**src/rtl/dac_upd_pkg.sv**
```systemverilog
package dac_upd_pkg;
   typedef enum logic [1:0] {
      LD_DIRECT   = 2'd0,
      LD_ON_WRITE = 2'd1,
      LD_TRIG_A   = 2'd2,
      LD_TRIG_B   = 2'd3
   } load_mode_e;
endpackage

```
**src/rtl/dac_hold_reg.sv**
```systemverilog
module dac_hold_reg #(
   parameter int DATA_W = 12
) (
   input  logic              clk,
   input  logic              rst_n,
   input  logic              wr_en,
   input  logic [DATA_W-1:0] wr_data,
   output logic [DATA_W-1:0] data_q,
   output logic              wr_seen
);
   always_ff @(posedge clk or negedge rst_n) begin
      if (!rst_n) begin
         data_q  <= '0;
         wr_seen <= 1'b0;
      end else begin
         wr_seen <= wr_en;
         if (wr_en) data_q <= wr_data;
      end
   end

   // latest write wins in the holding register
   p_latest_write_r7: assert property (@(posedge clk) disable iff (!rst_n)
      wr_en |=> data_q == $past(wr_data));
endmodule

```
**src/rtl/dac_trig_edge.sv**
```systemverilog
module dac_trig_edge #(
   parameter int SYNC_STAGES = 2
) (
   input  logic clk,
   input  logic rst_n,
   input  logic trig_in,
   output logic rise
);
   logic lvl;
   logic prev_q;

   generate
      if (SYNC_STAGES == 0) begin : g_direct
         assign lvl = trig_in;
      end else begin : g_sync
         logic [SYNC_STAGES-1:0] sr_q;
         if (SYNC_STAGES == 1) begin : g_one
            always_ff @(posedge clk or negedge rst_n) begin
               if (!rst_n) sr_q <= '0;
               else        sr_q <= trig_in;
            end
         end else begin : g_many
            always_ff @(posedge clk or negedge rst_n) begin
               if (!rst_n) sr_q <= '0;
               else        sr_q <= {sr_q[SYNC_STAGES-2:0], trig_in};
            end
         end
         assign lvl = sr_q[SYNC_STAGES-1];
      end
   endgenerate

   always_ff @(posedge clk or negedge rst_n) begin
      if (!rst_n) prev_q <= 1'b0;
      else        prev_q <= lvl;
   end

   assign rise = lvl & ~prev_q;

   // a held level yields one pulse only
   p_single_pulse_r10: assert property (@(posedge clk) disable iff (!rst_n)
      rise |=> !rise);
endmodule

```
**src/rtl/dac_core_latch.sv**
```systemverilog
module dac_core_latch
   import dac_upd_pkg::*;
#(
   parameter int DATA_W = 12
) (
   input  logic              clk,
   input  logic              rst_n,
   input  load_mode_e        mode,
   input  logic              conv_en,
   input  logic              wr_en,
   input  logic [DATA_W-1:0] wr_data,
   input  logic [DATA_W-1:0] data_q,
   input  logic              wr_seen,
   input  logic              rise_a,
   input  logic              rise_b,
   output logic [DATA_W-1:0] core_data
);
   logic [DATA_W-1:0] latch_q;
   logic              load_now;

   always_comb begin
      unique case (mode)
         LD_ON_WRITE: load_now = wr_seen & conv_en;
         LD_TRIG_A:   load_now = rise_a  & conv_en;
         LD_TRIG_B:   load_now = rise_b  & conv_en;
         default:     load_now = 1'b0;
      endcase
   end

   // direct mode keeps the latch tracking so leaving it causes no jump
   always_ff @(posedge clk or negedge rst_n) begin
      if (!rst_n)                latch_q <= '0;
      else if (mode == LD_DIRECT) latch_q <= wr_en ? wr_data : data_q;
      else if (load_now)          latch_q <= data_q;
   end

   assign core_data = (mode == LD_DIRECT) ? data_q : latch_q;

   p_direct_follow_r1: assert property (@(posedge clk) disable iff (!rst_n)
      (mode == LD_DIRECT && $past(mode) == LD_DIRECT && $past(wr_en))
      |-> core_data == $past(wr_data));

   p_write_load_r3: assert property (@(posedge clk) disable iff (!rst_n)
      ($past(wr_en, 2) && $past(mode) == LD_ON_WRITE && mode == LD_ON_WRITE && $past(conv_en))
      |-> core_data == $past(wr_data, 2));

   p_trig_a_load_r4: assert property (@(posedge clk) disable iff (!rst_n)
      (rise_a && mode == LD_TRIG_A && conv_en)
      |=> (mode == LD_DIRECT || core_data == $past(data_q)));

   p_disabled_hold_r6: assert property (@(posedge clk) disable iff (!rst_n)
      (mode != LD_DIRECT && $past(mode) != LD_DIRECT && !$past(conv_en))
      |-> $stable(core_data));
endmodule

```
**src/rtl/dac_update_ctrl.sv**
```systemverilog
module dac_update_ctrl
   import dac_upd_pkg::*;
#(
   parameter int DATA_W      = 12,
   parameter int SYNC_STAGES = 2
) (
   input  logic              clk,
   input  logic              rst_n,
   input  logic [DATA_W-1:0] wr_data,
   input  logic              wr_en,
   input  logic [1:0]        load_sel,
   input  logic              conv_en,
   input  logic              trig_a,
   input  logic              trig_b,
   output logic [DATA_W-1:0] core_data
);
   localparam int NUM_TRIG = 2;

   generate
      if (DATA_W < 1 || DATA_W > 32) begin : g_bad_width
         $error("dac_update_ctrl: DATA_W out of range");
      end
      if (SYNC_STAGES < 0 || SYNC_STAGES > 4) begin : g_bad_sync
         $error("dac_update_ctrl: SYNC_STAGES out of range");
      end
   endgenerate

   logic [DATA_W-1:0]   data_q;
   logic                wr_seen;
   logic [NUM_TRIG-1:0] trig_vec;
   logic [NUM_TRIG-1:0] rise_vec;

   assign trig_vec = {trig_b, trig_a};

   dac_hold_reg #(.DATA_W(DATA_W)) u_hold (
      .clk     (clk),
      .rst_n   (rst_n),
      .wr_en   (wr_en),
      .wr_data (wr_data),
      .data_q  (data_q),
      .wr_seen (wr_seen)
   );

   generate
      for (genvar i = 0; i < NUM_TRIG; i++) begin : g_edge
         dac_trig_edge #(.SYNC_STAGES(SYNC_STAGES)) u_edge (
            .clk     (clk),
            .rst_n   (rst_n),
            .trig_in (trig_vec[i]),
            .rise    (rise_vec[i])
         );
      end
   endgenerate

   dac_core_latch #(.DATA_W(DATA_W)) u_core (
      .clk       (clk),
      .rst_n     (rst_n),
      .mode      (load_mode_e'(load_sel)),
      .conv_en   (conv_en),
      .wr_en     (wr_en),
      .wr_data   (wr_data),
      .data_q    (data_q),
      .wr_seen   (wr_seen),
      .rise_a    (rise_vec[0]),
      .rise_b    (rise_vec[1]),
      .core_data (core_data)
   );
endmodule

```
**config.mk**
```make
export PLATFORM = sky130hd
export DESIGN_NAME = dac_update_ctrl
export DESIGN_NICKNAME = d
export VERILOG_FILES = /design/src/rtl/dac_upd_pkg.sv /design/src/rtl/dac_hold_reg.sv /design/src/rtl/dac_trig_edge.sv /design/src/rtl/dac_core_latch.sv /design/src/rtl/dac_update_ctrl.sv
export SDC_FILE = /design/constraint.sdc
export NUM_CORES = 1
export LEC_CHECK = 0
export BUFFER_PORTS_ARGS = -buffer_cell sky130_fd_sc_hd__buf_2
export CAP_MARGIN = 15
export CORE_UTILIZATION = 35
export CTS_BUF_LIST = sky130_fd_sc_hd__clkbuf_8 sky130_fd_sc_hd__clkbuf_16
export CTS_CLUSTER_SIZE = 14
export DETAILED_ROUTE_END_ITERATION = 8
export HOLD_SLACK_MARGIN = 0.06
export RECOVER_POWER = 50
export SKIP_CTS_REPAIR_TIMING = 1
export SLEW_MARGIN = 10
export SYNTH_ARGS = -nofsm -noshare
export SYNTH_HDL_FRONTEND = slang
export SYNTH_HIERARCHICAL = 1
export SYNTH_SLANG_ARGS = --single-unit
export TNS_END_PERCENT = 50
```
**constraint.sdc**
```tcl
create_clock -name clk -period 2.4 [get_ports clk]
set_input_delay 0.48 -clock clk [delete_from_list [all_inputs] [get_ports clk]]
set_output_delay 0.48 -clock clk [all_outputs]
set_load 0.01 [all_outputs]
```
==> metrics.yaml <==
status:
  status: "finished, violations left"
  violations: "max-capacitance violations, max-slew violations"
grt:
  grt_pass1_wl_um: 4570
  grt_overflow_total: 0
  track_usage_pct: 14.5
  antenna_found_initial: 0
  grt_max_degree: 32
  grt_pass1_vias: 936
layout:
  n_antenna_cell: 0
  final_cells: 180
  drive_above_1_share_pct: 70.8
  area_growth_syn_to_layout_pct: 19.7
  fin_nets: 149
die:
  die_h_um: 68.4
  core_area_mm2: 0.00412
  std_cell_rows: 23
  fp.dieW_um: 68.4
  initial_core_util_pct: 37.5
  ios: 32
  die_area_mm2: 0.00468
logic_synthesis:
  synth.area.top_cells: "dfrtp_1 (50%), mux2_4 (29%), mux2_2 (13%)"
  synth-seq-cells: 31
  synthesis.area_mm2: 0.00155
  netlist_top_cells_count: "dfrtp_1 (31), mux2_4 (30), mux2_2 (18), buf_6 (3), nor2b_4 (2)"
  yosysMostFrequentCell: "dfrtp_1"
  synth_edf_count: 0
  syn-instance-count: 91
  syn_area_per_cell_um2: 17.0
  ys.flop_type: "dfrtp_1"
  yosys_warnings: 6
  synth_top_area_share_pct: 50.2
  async_reset_ff_share_pct: 100
  synth_fp_nets: 111
  yosysUniqueCellTypes: 12
  ys_seq_area_share_pct: 50.2
  synth.largest_area_cell: "dfrtp_1"
power:
  internal_power_mw: 1.05
  pwr-share-clk_pct: 31.7
  peakVddDrop_uv: 290
  p_seq_share_pct: 45.4
  leakage_nw: 0.885
  p_per_area_mw_per_mm2: 757
  swShare_pct: 24.8
  power_switching_mw: 0.347
  combPwrFrac_pct: 22.9
timing:
  holdWs_ns: 0.305
  post-route-min-period_ns: 1.93
  worstMarginPinSlew_ns: 1.66
  setup_tns_ns: 0
  slew_viol_final: 32
  skew_ns: 0.00501
  final.period_utilization_pct: 80.4
  rsz0062_at_grt: "false"
  timing.final.hold_violations: 0
  max_freq_mhz: 518
  setup_ws_ns: 0.471
  slew_headroom_pct: -10.6
  setup_violations: 0
run:
  max_cap_viol_count: 1
worst_setup_path:
  cp.depth: 5
  r2r_cells: 5
  critPathRequiredTime_ns: 1.92
  critical_path_buf_inv_count: 3
  cp_common_cell: "buf_2"
  start_kind: "primary input"
  critPathSlowestCell: "mux2_2"
  crit_path_cell_trace: "buf_2, nor2_1, buf_4, mux2_2, buf_2"
  critPathArrivalTime_ns: 1.45
  worst_path_largest_cell_delay_ns: 0.37
  crit_family: "buffers and inverters"
  crit_fanout: 12
  endpoint_kind: "output pin"
  criticalPathCategory: "in -> out"
placed_design:
  routabilityCongestion: 0.666
  post-dp-hpwl_um: 1880
  place_inst: 172
  place_ws_ns: 0.451
  portBuffers: 31
min_path:
  hold_path_depth: 1
  hold_class: "in -> reg"
clocking:
  cts-root-buf: "clkbuf_8"
  path_clk_slew_ns: 0.06
  numCtsBuffers: 5
  cts_tree: "yes"
  cts_sinks: 31
  cts.path.max_buffers: 2
  clock_latency_ns: 0.28
  h-tree-depth: 2
drt:
  antenna_left: 0
  viasPerCell: 4.85
  totalWireLength_um: 2880
  dr_total_vias: 873
  drc_errors: 0
  wl_per_cell_um: 16.0
  drt_iter0_markers: 19
  drt_first_pass_iters: 2
==> placed cells by master (no fill, tap or decap) <==
cell	n
dfrtp_1	31
buf_2	30
mux2_4	30
mux2_2	18
clkbuf_8	7
buf_4	3
nor2b_4	2
clkbuf_1	2
inv_1	1
nor2_1	1
nor3b_2	1
a21boi_1	1
nand4_1	1
nand3b_1	1
o211ai_2	1
==> layer usage <==
metal,GRT usage [%],up-vias,wire length [µm]
li1,-,406,-
met1,16.7,440,1260
met2,22.5,23,1410
met3,5.50,4,146
met4,8.59,0,65
met5,0,-,0
==> flip-flops by register name, indices dropped and copies added (netlist names) <==
register                   count
u_core/latch_q                12
u_hold/data_q                 12
g_edge.u_edge/prev_q           2
g_edge.u_edge/g_sync.sr_q      4
u_hold/wr_seen                 1
==> worst paths after layout <==
path	startpoint	to	slack [ns]
max reg2reg	g_edge[1].u_edge/prev_q	u_core/latch_q[6]	0.93
max in group asynchronous	rst_n	u_hold/wr_seen	0.82
min	trig_b	g_edge[1].u_edge/g_sync.sr_q[0]	0.30
min reg2reg	g_edge[0].u_edge/g_sync.sr_q[0]	g_edge[0].u_edge/g_sync.sr_q[1]	0.35
max	load_sel[1]	core_data[5]	0.47
min in group asynchronous	rst_n	u_core/latch_q[0]	0.62
==> power by group through the flow <==
stage / Clock [mW] / Sequential (mW) / Combinational, mW
2_1_floorplan: 0 / 0.631 / 0.231
3_3_place_gp: 0 / 0.640 / 0.317
3_5_place_dp: 0 / 0.644 / 0.322
4_1_cts: 0.456 / 0.636 / 0.326
5_1_grt: 0.486 / 0.644 / 0.348
6_report: 0.444 / 0.635 / 0.320
==> kinds of logic (layout without fill, tap and decap cells) <==
logic type / Yosys count / in the layout / share of synthesized area, %
AOI/OAI and AO/OA: 2 / 2 / 1.30
DFF: 31 / 31 / 50.2
muxes: 48 / 48 / 42.3
and+or+nand+nor: 6 / 6 / 3.73
buffers and inverters: 4 / 43 / 2.51
==> metrics by stage <==
stage / cell area (µm²) / util, % / power [mW]
3_3_place_gp: 1750 / 42.6 / 0.956
5_1_grt: 1850 / 44.9 / 1.48
2_1_floorplan: 1550 / - / 0.862
4_1_cts: 1850 / 45.1 / 1.42
3_5_place_dp: 1750 / 42.6 / 0.966
6_report: 1850 / 44.9 / 1.40
==> area by class of cell <==
class                           count  area (µm²)
Tap cell                           50        62.6
Timing Repair Buffer               35         180
Clock buffer                        7        96.3
Sequential cell                    31         776
Multi-Input combinational cell     56         731
Clock inverter                      1        3.75
Fill cell                         379        2270
No activity file was read; power rests on OpenSTA's default activity.
